--- src/rtl/sdspi_pkg.sv ---
package sdspi_pkg;
  // command word bit positions (decoded by software, so fixed)
  localparam int CMD_PUSH  = 8;
  localparam int CMD_ACK   = 9;
  localparam int CMD_DIV   = 10;
  localparam int CMD_FORCE = 11;
  localparam int CMD_EN    = 12;
  localparam int CMD_FILT  = 13;
  localparam int CMD_CTRL  = 14;

  // status word, packed from bit 14 down to bit 0
  typedef struct packed {
    logic       present;
    logic       changed;
    logic       busy;
    logic       ready;
    logic       empty;
    logic       avail;
    logic       ovr;
    logic [7:0] data;
  } stat_t;
endpackage

--- src/rtl/sdspi_sync.sv ---
module sdspi_sync #(
  parameter int         W       = 2,
  parameter logic [W-1:0] RST_VAL = '0
) (
  input  logic         clk,
  input  logic         rst,
  input  logic [W-1:0] d,
  output logic [W-1:0] q
);
  logic [W-1:0] s1;

  always_ff @(posedge clk) begin
    if (rst) begin
      s1 <= RST_VAL;
      q  <= RST_VAL;
    end else begin
      s1 <= d;
      q  <= s1;
    end
  end
endmodule

--- src/rtl/sdspi_txfifo.sv ---
module sdspi_txfifo #(
  parameter int W     = 8,
  parameter int DEPTH = 4
) (
  input  logic         clk,
  input  logic         rst,
  input  logic         push,
  input  logic [W-1:0] din,
  input  logic         pop,
  output logic [W-1:0] dout,
  output logic         empty,
  output logic         full
);
  localparam int AW = $clog2(DEPTH);

  logic [W-1:0] mem [DEPTH];
  logic [AW:0]  wp, rp;

  assign empty = (wp == rp);
  assign full  = (wp[AW-1:0] == rp[AW-1:0]) && (wp[AW] != rp[AW]);
  assign dout  = mem[rp[AW-1:0]];

  always_ff @(posedge clk) begin
    if (push && !full) mem[wp[AW-1:0]] <= din;
  end

  always_ff @(posedge clk) begin
    if (rst) begin
      wp <= '0;
      rp <= '0;
    end else begin
      if (push && !full) wp <= wp + 1'b1;
      if (pop && !empty) rp <= rp + 1'b1;
    end
  end

  AST_NO_OVERFLOW: assert property (@(posedge clk) disable iff (rst)
    (full && push && !pop) |=> full);
endmodule

--- src/rtl/sdspi_sclkgen.sv ---
module sdspi_sclkgen #(
  parameter int DW = 8
) (
  input  logic          clk,
  input  logic          rst,
  input  logic          run,
  input  logic [DW-1:0] div,
  output logic          sclk,
  output logic          rise,
  output logic          fall
);
  logic [DW-1:0] cnt;
  logic          tick;

  assign tick = run && (cnt >= div);
  assign rise = tick && !sclk;
  assign fall = tick && sclk;

  always_ff @(posedge clk) begin
    if (rst || !run) begin
      cnt  <= '0;
      sclk <= 1'b0;
    end else if (tick) begin
      cnt  <= '0;
      sclk <= ~sclk;
    end else begin
      cnt <= cnt + 1'b1;
    end
  end

  AST_SCLK_IDLE_LOW: assert property (@(posedge clk) disable iff (rst)
    !run |=> !sclk);
endmodule

--- src/rtl/sdspi_host.sv ---
module sdspi_host #(
  parameter int FIFO_DEPTH = 4,
  parameter int DIV_W      = 8,
  parameter int DIV_RESET  = 255
) (
  input  logic        clk,
  input  logic        rst,
  input  logic        wr_en,
  input  logic [31:0] wr_data,
  input  logic        rd_en,
  output logic [31:0] rd_data,
  output logic        spi_sclk,
  output logic        spi_mosi,
  output logic        spi_cs_n,
  input  logic        spi_miso,
  input  logic        card_cd
);
  import sdspi_pkg::*;

  localparam int BW = 8;
  localparam int CW = $clog2(BW) + 1;

  logic             en_filt, en_xfer, en_force;
  logic [DIV_W-1:0] div_q;
  logic             busy, done_pend, hunting, prev_bit;
  logic [BW-1:0]    tx_sr, rx_sr, rx_byte;
  logic [CW-1:0]    rx_cnt;
  logic             avail, ovr, changed, cd_prev;
  logic             cd_s, miso_s;
  logic             fifo_empty, fifo_full;
  logic [BW-1:0]    fifo_dout;
  logic             rise, fall, sclk_i;
  stat_t            st;

  wire ctrl_wr = wr_en && wr_data[CMD_CTRL];
  wire div_wr  = wr_en && wr_data[CMD_DIV];
  wire push    = wr_en && wr_data[CMD_PUSH];
  wire ack     = wr_en && wr_data[CMD_ACK];
  wire start   = !busy && en_xfer && !fifo_empty;
  wire bit_take = rise && busy && (!hunting || (prev_bit && !spi_miso));
  wire rx_done  = bit_take && (rx_cnt == CW'(BW - 1));

  sdspi_sync #(.W(2), .RST_VAL(2'b01)) i_sync (
    .clk(clk), .rst(rst), .d({card_cd, spi_miso}), .q({cd_s, miso_s}));

  sdspi_txfifo #(.W(BW), .DEPTH(FIFO_DEPTH)) i_fifo (
    .clk(clk), .rst(rst), .push(push), .din(wr_data[BW-1:0]),
    .pop(start), .dout(fifo_dout), .empty(fifo_empty), .full(fifo_full));

  sdspi_sclkgen #(.DW(DIV_W)) i_clk (
    .clk(clk), .rst(rst), .run(busy || en_force), .div(div_q),
    .sclk(sclk_i), .rise(rise), .fall(fall));

  // control flags and divider
  always_ff @(posedge clk) begin
    if (rst) begin
      {en_filt, en_xfer, en_force} <= 3'b000;
      div_q <= DIV_W'(DIV_RESET);
    end else begin
      if (ctrl_wr) {en_filt, en_xfer, en_force} <= wr_data[CMD_FILT:CMD_FORCE];
      if (div_wr)  div_q <= wr_data[DIV_W-1:0];
    end
  end

  // shift engine
  always_ff @(posedge clk) begin
    if (rst) begin
      busy      <= 1'b0;
      done_pend <= 1'b0;
      hunting   <= 1'b0;
      prev_bit  <= 1'b0;
      tx_sr     <= '1;
      rx_sr     <= '0;
      rx_cnt    <= '0;
    end else if (start) begin
      busy      <= 1'b1;
      done_pend <= 1'b0;
      hunting   <= en_filt;
      prev_bit  <= 1'b0;
      tx_sr     <= fifo_dout;
      rx_cnt    <= '0;
    end else if (busy) begin
      if (rise && hunting) prev_bit <= spi_miso;
      if (bit_take) begin
        rx_sr   <= {rx_sr[BW-2:0], spi_miso};
        rx_cnt  <= rx_cnt + 1'b1;
        hunting <= 1'b0;
        if (rx_done) done_pend <= 1'b1;
      end
      if (fall) begin
        tx_sr <= {tx_sr[BW-2:0], 1'b1};
        if (done_pend) busy <= 1'b0;
      end
    end
  end

  // receive status and card change
  always_ff @(posedge clk) begin
    if (rst) begin
      rx_byte <= '0;
      avail   <= 1'b0;
      ovr     <= 1'b0;
      changed <= 1'b0;
      cd_prev <= 1'b0;
    end else begin
      if (ack) begin
        avail <= 1'b0;
        ovr   <= 1'b0;
      end
      if (rx_done) begin
        rx_byte <= {rx_sr[BW-2:0], spi_miso};
        avail   <= 1'b1;
        if (avail && !ack) ovr <= 1'b1;
      end
      cd_prev <= cd_s;
      if (cd_s != cd_prev) changed <= 1'b1;
      else if (rd_en)      changed <= 1'b0;
    end
  end

  always_comb begin
    st.present = cd_s;
    st.changed = changed;
    st.busy    = !miso_s;
    st.ready   = !fifo_full;
    st.empty   = fifo_empty;
    st.avail   = avail;
    st.ovr     = ovr;
    st.data    = rx_byte;
  end

  assign rd_data  = {{(32 - $bits(stat_t)){1'b0}}, st};
  assign spi_sclk = sclk_i;
  assign spi_mosi = tx_sr[BW-1];
  assign spi_cs_n = !en_xfer;

  AST_MOSI_IDLE: assert property (@(posedge clk) disable iff (rst)
    !busy |-> spi_mosi);
  AST_AVAIL_SET: assert property (@(posedge clk) disable iff (rst)
    rx_done |=> avail);
  AST_OVR_SET: assert property (@(posedge clk) disable iff (rst)
    (rx_done && avail && !ack) |=> ovr);
  AST_ACK_CLEAR: assert property (@(posedge clk) disable iff (rst)
    (ack && !rx_done) |=> (!avail && !ovr));
  AST_CHG_SET: assert property (@(posedge clk) disable iff (rst)
    (cd_s != cd_prev) |=> changed);
  AST_FORCE_NO_CS: assert property (@(posedge clk) disable iff (rst)
    (en_force && !en_xfer) |-> spi_cs_n);
endmodule

--- config.mk ---
export PLATFORM = sky130hd
export DESIGN_NAME = sdspi_host
export DESIGN_NICKNAME = d
export VERILOG_FILES = /design/src/rtl/sdspi_pkg.sv /design/src/rtl/sdspi_sync.sv /design/src/rtl/sdspi_txfifo.sv /design/src/rtl/sdspi_sclkgen.sv /design/src/rtl/sdspi_host.sv
export SDC_FILE = /design/constraint.sdc
export NUM_CORES = 1
export LEC_CHECK = 0
export CAP_MARGIN = 20
export CORE_MARGIN = 4
export CORE_UTILIZATION = 47
export DETAILED_ROUTE_END_ITERATION = 12
export PLACE_DENSITY = 0.83
export SYNTH_ARGS = -nofsm -noshare
export SYNTH_HDL_FRONTEND = slang
export SYNTH_SLANG_ARGS = --single-unit
--- constraint.sdc ---
create_clock -name clk -period 2.9 [get_ports clk]
set_clock_uncertainty 0.2 [all_clocks]
set_input_delay 0.58 -clock clk [delete_from_list [all_inputs] [get_ports clk]]
set_output_delay 0.58 -clock clk [all_outputs]
set_load 0.05 [all_outputs]
==> results of run 1 <==
-- logic make-up (layout without fill, tap and decap cells) --
logic type	count (synthesis)	after routing	synth area share, %
AND/OR/NAND/NOR	116	116	13.2
multiplexers	33	33	10.2
adder cells (fa/ha/maj)	15	15	4.46
buffers and inverters	54	76	7.11
flip-flops	99	99	54.7
AO/OA/AOI/OAI	44	44	6.87
other	1	17	0.0891
XOR/XNOR	16	16	3.33
-- routing by layer --
metal,track usage (%),vias to the layer above
li1,-,1328
met1,19.9,1326
met2,24.9,70
met3,4.60,7
met4,4.54,0
met5,0,-
-- flip-flops by register name (all words and copies together), names as in the netlist, 2 cells and up, named ones only --
name        count
i_fifo.rp       3
rx_byte         8
div_q           8
i_sync.q        2
i_clk.cnt       8
i_fifo.mem     32
i_fifo.wp       3
rx_sr           7
i_sync.s1       2
rx_cnt          4
tx_sr           8
-- timing repair --
item | 4_1_cts | 5_1_grt
endpoints found under the setup margin | 0 | 2
resized for setup | 0 | 2
hold buffers | 0 | 0
-- final timing paths --
kind / startpoint / to / slack, ns / cells after the start
worst max-delay path: div_q[1] / rx_sr[5] / 0.32 / 9
worst min-delay path: i_sync.s1[1] / i_sync.q[1] / 0.25 / 1
worst max register to register: div_q[1] / rx_sr[5] / 0.32 / 9
worst min register to register: i_sync.s1[1] / i_sync.q[1] / 0.25 / 1
-- placed cells by master, fill, tap and decap left out, types with 2 or more instances in the layout --
cell type | Yosys | layout
dfxtp_1 | 67 | 67
nor2_1 | 47 | 47
clkdlybuf4s50_1 | 0 | 35
edfxtp_1 | 32 | 32
mux2i_1 | 25 | 25
nand2_1 | 23 | 23
inv_1 | 17 | 17
conb_1 | 1 | 17
a21oi_1 | 16 | 16
ha_1 | 15 | 15
nand3_1 | 10 | 10
xnor2_1 | 9 | 9
clkbuf_8 | 0 | 9
and3_1 | 8 | 8
mux4_2 | 8 | 8
xor2_1 | 7 | 7
o31ai_1 | 6 | 6
nor2b_1 | 6 | 6
a211o_1 | 6 | 6
or3_1 | 5 | 5
o21ai_0 | 5 | 5
buf_4 | 22 | 5
nand2b_1 | 4 | 4
clkinvlp_4 | 0 | 4
and2_1 | 3 | 3
or2_2 | 2 | 2
a31oi_1 | 2 | 2
o21a_1 | 2 | 2
inv_6 | 0 | 2
dlymetal6s2s_1 | 0 | 2
-- power by group through the flow --
stage	sequential, mW	combinational (mW)	clock (mW)
floorplan	1.50	0.162	0
global placement	1.50	0.199	0
detailed placement	1.50	0.204	0
CTS	1.47	0.205	0.811
global route	1.48	0.223	0.871
finish	1.47	0.205	0.793
-- layout make-up --
type / instances / area share [%]
Clock buffer: 10 / 2.68
Clock inverter: 6 / 0.999
Multi-Input combinational cell: 241 / 35.0
Timing Repair Buffer: 43 / 8.78
Tap cell: 108 / 2.84
Inverter: 17 / 1.34
Sequential cell: 99 / 48.4
-- critical path: stages, from the launching register on --
cell and delay [ns]:
dfxtp_1 0.36, inv_1 0.05, ha_1 0.31, a31oi_1 0.18
nor2b_1 0.09, o21a_1 0.19, o21ai_1 0.50, buf_4 0.29
mux2i_1 0.21, nor2_1 0.06
-- through the flow --
| step | area [um2] | cells | total power [mW] | util [%] | hold WS, ns |
|---|---|---|---|---|---|
| floorplan | 4270 | 394 | 1.66 | - | 0.189 |
| global placement | 4580 | 508 | 1.70 | 52.5 | 0.221 |
| detailed placement | 4580 | 508 | 1.71 | 52.5 | 0.230 |
| CTS | 4750 | 524 | 2.49 | 54.5 | 0.258 |
| global route | 4760 | 524 | 2.57 | 54.6 | 0.283 |
| finish | 4760 | 524 | 2.47 | 54.6 | 0.251 |
==> results_dict.tcl, run 1 <==
set metrics [dict create \
    outcome "finished, final reports clean" \
    clkPwrFrac_pct 32.1 \
    drc 0 \
    wire_per_inst_um 14.1 \
    max_slew_margin_pct 49.4 \
    gp_congestion 0.801 \
    wl_met2_um 3530 \
    hold_violations 0 \
    n_fill_cell 738 \
    synth_common_cells "dfxtp_1 (67), nor2_1 (47), edfxtp_1 (32), mux2i_1 (25), nand2_1 (23)" \
    cts-root-buf "clkbuf_8" \
    grt_max_degree 42 \
    grt_pass1_vias 2726 \
    cts_tree "yes" \
    critical_path.startpoint_type "flip-flop" \
    die_y_um 103 \
    initial_core_util_pct 48.2 \
    synth.avg_cell_area_um2 11.1 \
    met1_length_um 3410 \
    final_layout_size_suffix_gt1_share_pct 8.65 \
    crit_arrival_ns 2.60 \
    drt_pass1_iterations 4 \
    post-cts-setup-buffer-count 0 \
    drt_iter0_markers 187 \
    period_needed_ns 2.58 \
    core_area_um2 8720 \
    hold_path_class "reg2reg" \
    p_comb_share_pct 8.3 \
    diodes 0 \
    mappedNetlistArea_um2 4210 \
    ys_top_cells_by_area "dfxtp_1 (32%), edfxtp_1 (23%), mux2i_1 (5.9%)" \
    yosys.area.top_type_share_pct 31.9 \
    p_int_mw 1.84 \
    yosysTopAreaCell "dfxtp_1" \
    finalSetupViolations 0 \
    port_buffers 38 \
    grt-ovfl-total 0 \
    place_hpwl_um 5230 \
    tightest_slew_ns 0.759 \
    pre_cts_slack_ns 0.286 \
    slew_violations 0 \
    multi_input_area_um2 1670 \
    fmax_ghz 0.387 \
    row_count 34 \
    highest_layer "met4" \
    swShare_pct 25.4 \
    met3_length_um 408 \
    via_per_inst 5.21 \
    syn_inst 378 \
    timing.final.ws_setup_ns 0.318 \
    seqPwrFrac_pct 59.6 \
    regArea_um2 2300 \
    nets 464 \
    dieArea_um2 10500 \
    cts_buffers 9 \
    synthDistinctLibCells 44 \
    synthFlopType "dfxtp_1" \
    clock_sinks 99 \
    maxCapViolCount 0 \
    cp-end-kind "flip-flop" \
    io-pin-count 73 \
    htreeDepth 3 \
    die_x_um 103 \
    track_usage_pct 15.3 \
    routed_wl_um 7410 \
    yosys.cell_count.top_type "dfxtp_1" \
    async_flop_share_pct 0 \
    synth-seq-cells 99 \
    clk_pin_slew_ns 0.09 \
    synth_edf_count 32 \
    crit_path_max_fanout 8 \
    path_class "reg2reg" \
    finalCritPeriodShare_pct 89.0 \
    power.density_nw_per_um2 519 \
    rsz0062_at_grt "false" \
    p_leak_nw 1.83 \
    grt_pass1_wl_um 12700 \
    area.growth.synth_to_final_pct 13.1 \
    cts_buffer_depth 2 \
    ir_drop_mv 0.273 \
    synth_warnings 0 \
    antenna_found_initial 0 \
    tns_ns 0 \
    worstPathRequired_ns 2.92 \
    antenna_left 0 \
    p_sw_mw 0.626 \
    insertion_delay_ns 0.36 \
    synth-seq-area-share_pct 54.7 \
    vias 2731 \
]
No activity file was read; power rests on OpenSTA's default activity.
==> inputs of run 2 (changes only) <==
Settings changed: CORE_UTILIZATION 47 to 53, PLACE_DENSITY 0.83 to 0.91.
==> run 2 against run 1 <==
- power increased by 0.89%
- fmax decreased by 7.4%
- core utilization increased by 7.1 points
- sequential power about the same
- global-route usage is 1.5 points higher
- final cell count decreased by 0.95%
- count of clock-buffer cells in the layout grew 1
- via count grew 0.44%
- flip-flop and latch count unchanged
- first-iteration DRC count is 12% lower
- die area down 10%
- sequential share of layout area fell by 0.089 points
- highest routed layer unchanged
==> results_dict.tcl, run 2 (same netlist as run 1, synthesis figures left out) <==
set metrics [dict create \
    crit_path_max_fanout 5 \
    nets 465 \
    pre_cts_slack_ns 0.372 \
    die_y_um 97.1 \
    tns_ns 0 \
    p_int_mw 1.89 \
    htreeDepth 3 \
    ctsHoldBuffers 0 \
    track_usage_pct 16.8 \
    area.growth.synth_to_final_pct 13.4 \
    max_slew_margin_pct 59.4 \
    antenna_left 0 \
    grt_pass1_wl_um 12800 \
    largest_register_ffs 32 \
    drt_iter0_markers 165 \
    cts_buffers 9 \
    drc 0 \
    post_cts_resized 0 \
    gp_congestion 0.806 \
    vias 2743 \
    n_fill_cell 583 \
    critPathSlowestCell "clkdlybuf4s50_1" \
    dieArea_um2 9430 \
    p_sw_mw 0.606 \
    cts_buffer_depth 2 \
    clk_pin_slew_ns 0.09 \
    outcome "finished, final reports clean" \
    io-pin-count 73 \
    hold_ws_ns 0.257 \
    die_x_um 97.1 \
    insertion_delay_ns 0.36 \
    finalSetupViolations 0 \
    place_hpwl_um 5460 \
    finalCritPeriodShare_pct 96.1 \
    clock_sinks 99 \
    drt_pass1_iterations 4 \
    timing.final.ws_setup_ns 0.113 \
    tightest_slew_ns 0.608 \
    crit_path_max_incr_delay_ns 0.85 \
    hold_violations 0 \
    ir_drop_mv 0.309 \
    wire_per_inst_um 14.5 \
    cts_tree "yes" \
    critical_path.startpoint_type "flip-flop" \
    cp-end-kind "output pin" \
    core_area_um2 7730 \
    worstPathRequired_ns 2.12 \
    final_cells 519 \
    cts-root-buf "clkbuf_8" \
    grt_max_degree 24 \
    period_needed_ns 2.79 \
    port_buffers 38 \
    initial_core_util_pct 54.4 \
    fin_total_pwr_mw 2.49 \
    final_layout_size_suffix_gt1_share_pct 9.11 \
    swShare_pct 24.3 \
    seqPwrFrac_pct 59.1 \
    via_per_inst 5.29 \
    fmax_ghz 0.359 \
    power.density_nw_per_um2 522 \
    path_class "reg2out" \
    routed_wl_um 7510 \
    hold_path_class "reg2reg" \
    rsz0062_at_grt "false" \
    row_count 32 \
    dpl.cell_count 503 \
    clkPwrFrac_pct 32.7 \
    final_common_cell "dfxtp_1" \
    post-cts-setup-buffer-count 0 \
    grt-ovfl-total 0 \
    final_cell_mix "dfxtp_1 (67), nor2_1 (47), clkdlybuf4s50_1 (37)" \
    path_cells "xor2_1, nor3b_2, clkdlybuf4s50_1" \
    p_leak_nw 1.85 \
    p_comb_share_pct 8.2 \
    antenna_found_initial 0 \
    diodes 0 \
    maxCapViolCount 0 \
    grt_pass1_vias 2804 \
    crit_arrival_ns 2.01 \
    slew_violations 0 \
]
-- run 2: changes by cell type in the layout (fill, tap and decap cells not counted), sizes merged --
cell	before	now
buf	6	7
clkbuf	10	11
clkdlybuf4s50	35	37
clkinv	0	3
clkinvlp	4	2
dlymetal6s2s	2	0
inv	19	17
-- run 2: cell type report --
class	count	area (um2)	area share [%]
tap	102	128	2.68
clock inverter	5	37.5	0.787
inverter	17	63.8	1.34
timing repair buffer	44	420	8.82
multi-input combinational	241	1670	34.9
clock buffer	11	151	3.18
sequential	99	2300	48.3
-- run 2: critical path, delay by kind of cell (launching register included) --
family                 cells  cell delay, ns
XOR/XNOR                   1            0.19
flip-flops                 1            0.36
buffers and inverters      1            0.85
AND/OR/NAND/NOR            1            0.25
-- run 2: layer usage --
layer	vias up	track usage (%)	routed length, um
li1	1335	-	-
met1	1316	20.1	3200
met2	80	28.3	3760
met3	12	4.67	425
met4	0	7.34	124
met5	-	0	0
-- run 2: power groups by stage --
stage | registers, mW | clock network, mW | logic [mW]
3_3_place_gp | 1.50 | 0 | 0.198
4_1_cts | 1.47 | 0.840 | 0.206
3_5_place_dp | 1.50 | 0 | 0.204
6_report | 1.47 | 0.814 | 0.205
2_1_floorplan | 1.50 | 0 | 0.162
5_1_grt | 1.48 | 0.901 | 0.222
-- run 2: final timing paths --
kind	cells after the start	endpoint	slack [ns]	startpoint
worst max-delay path	3	rd_data[10]	0.11	i_fifo.wp[1]
worst max register to register	9	rx_sr[3]	0.50	div_q[2]
worst min register to register	1	i_sync.q[1]	0.26	i_sync.s1[1]
worst min-delay path	1	i_sync.q[1]	0.26	i_sync.s1[1]
-- run 2: through the flow --
step | cell area, um2 | utilization, %
6_report | 4770 | 61.7
5_1_grt | 4770 | 61.7
4_1_cts | 4770 | 61.7
3_5_place_dp | 4580 | 59.3
3_3_place_gp | 4580 | 59.3
2_1_floorplan | 4270 | -
==> inputs of run 3 (changes only) <==
Settings changed: CAP_MARGIN 20 to default.
==> results of run 3 <==
No change in the layout: final DEF, timing and power equal those of run 2.
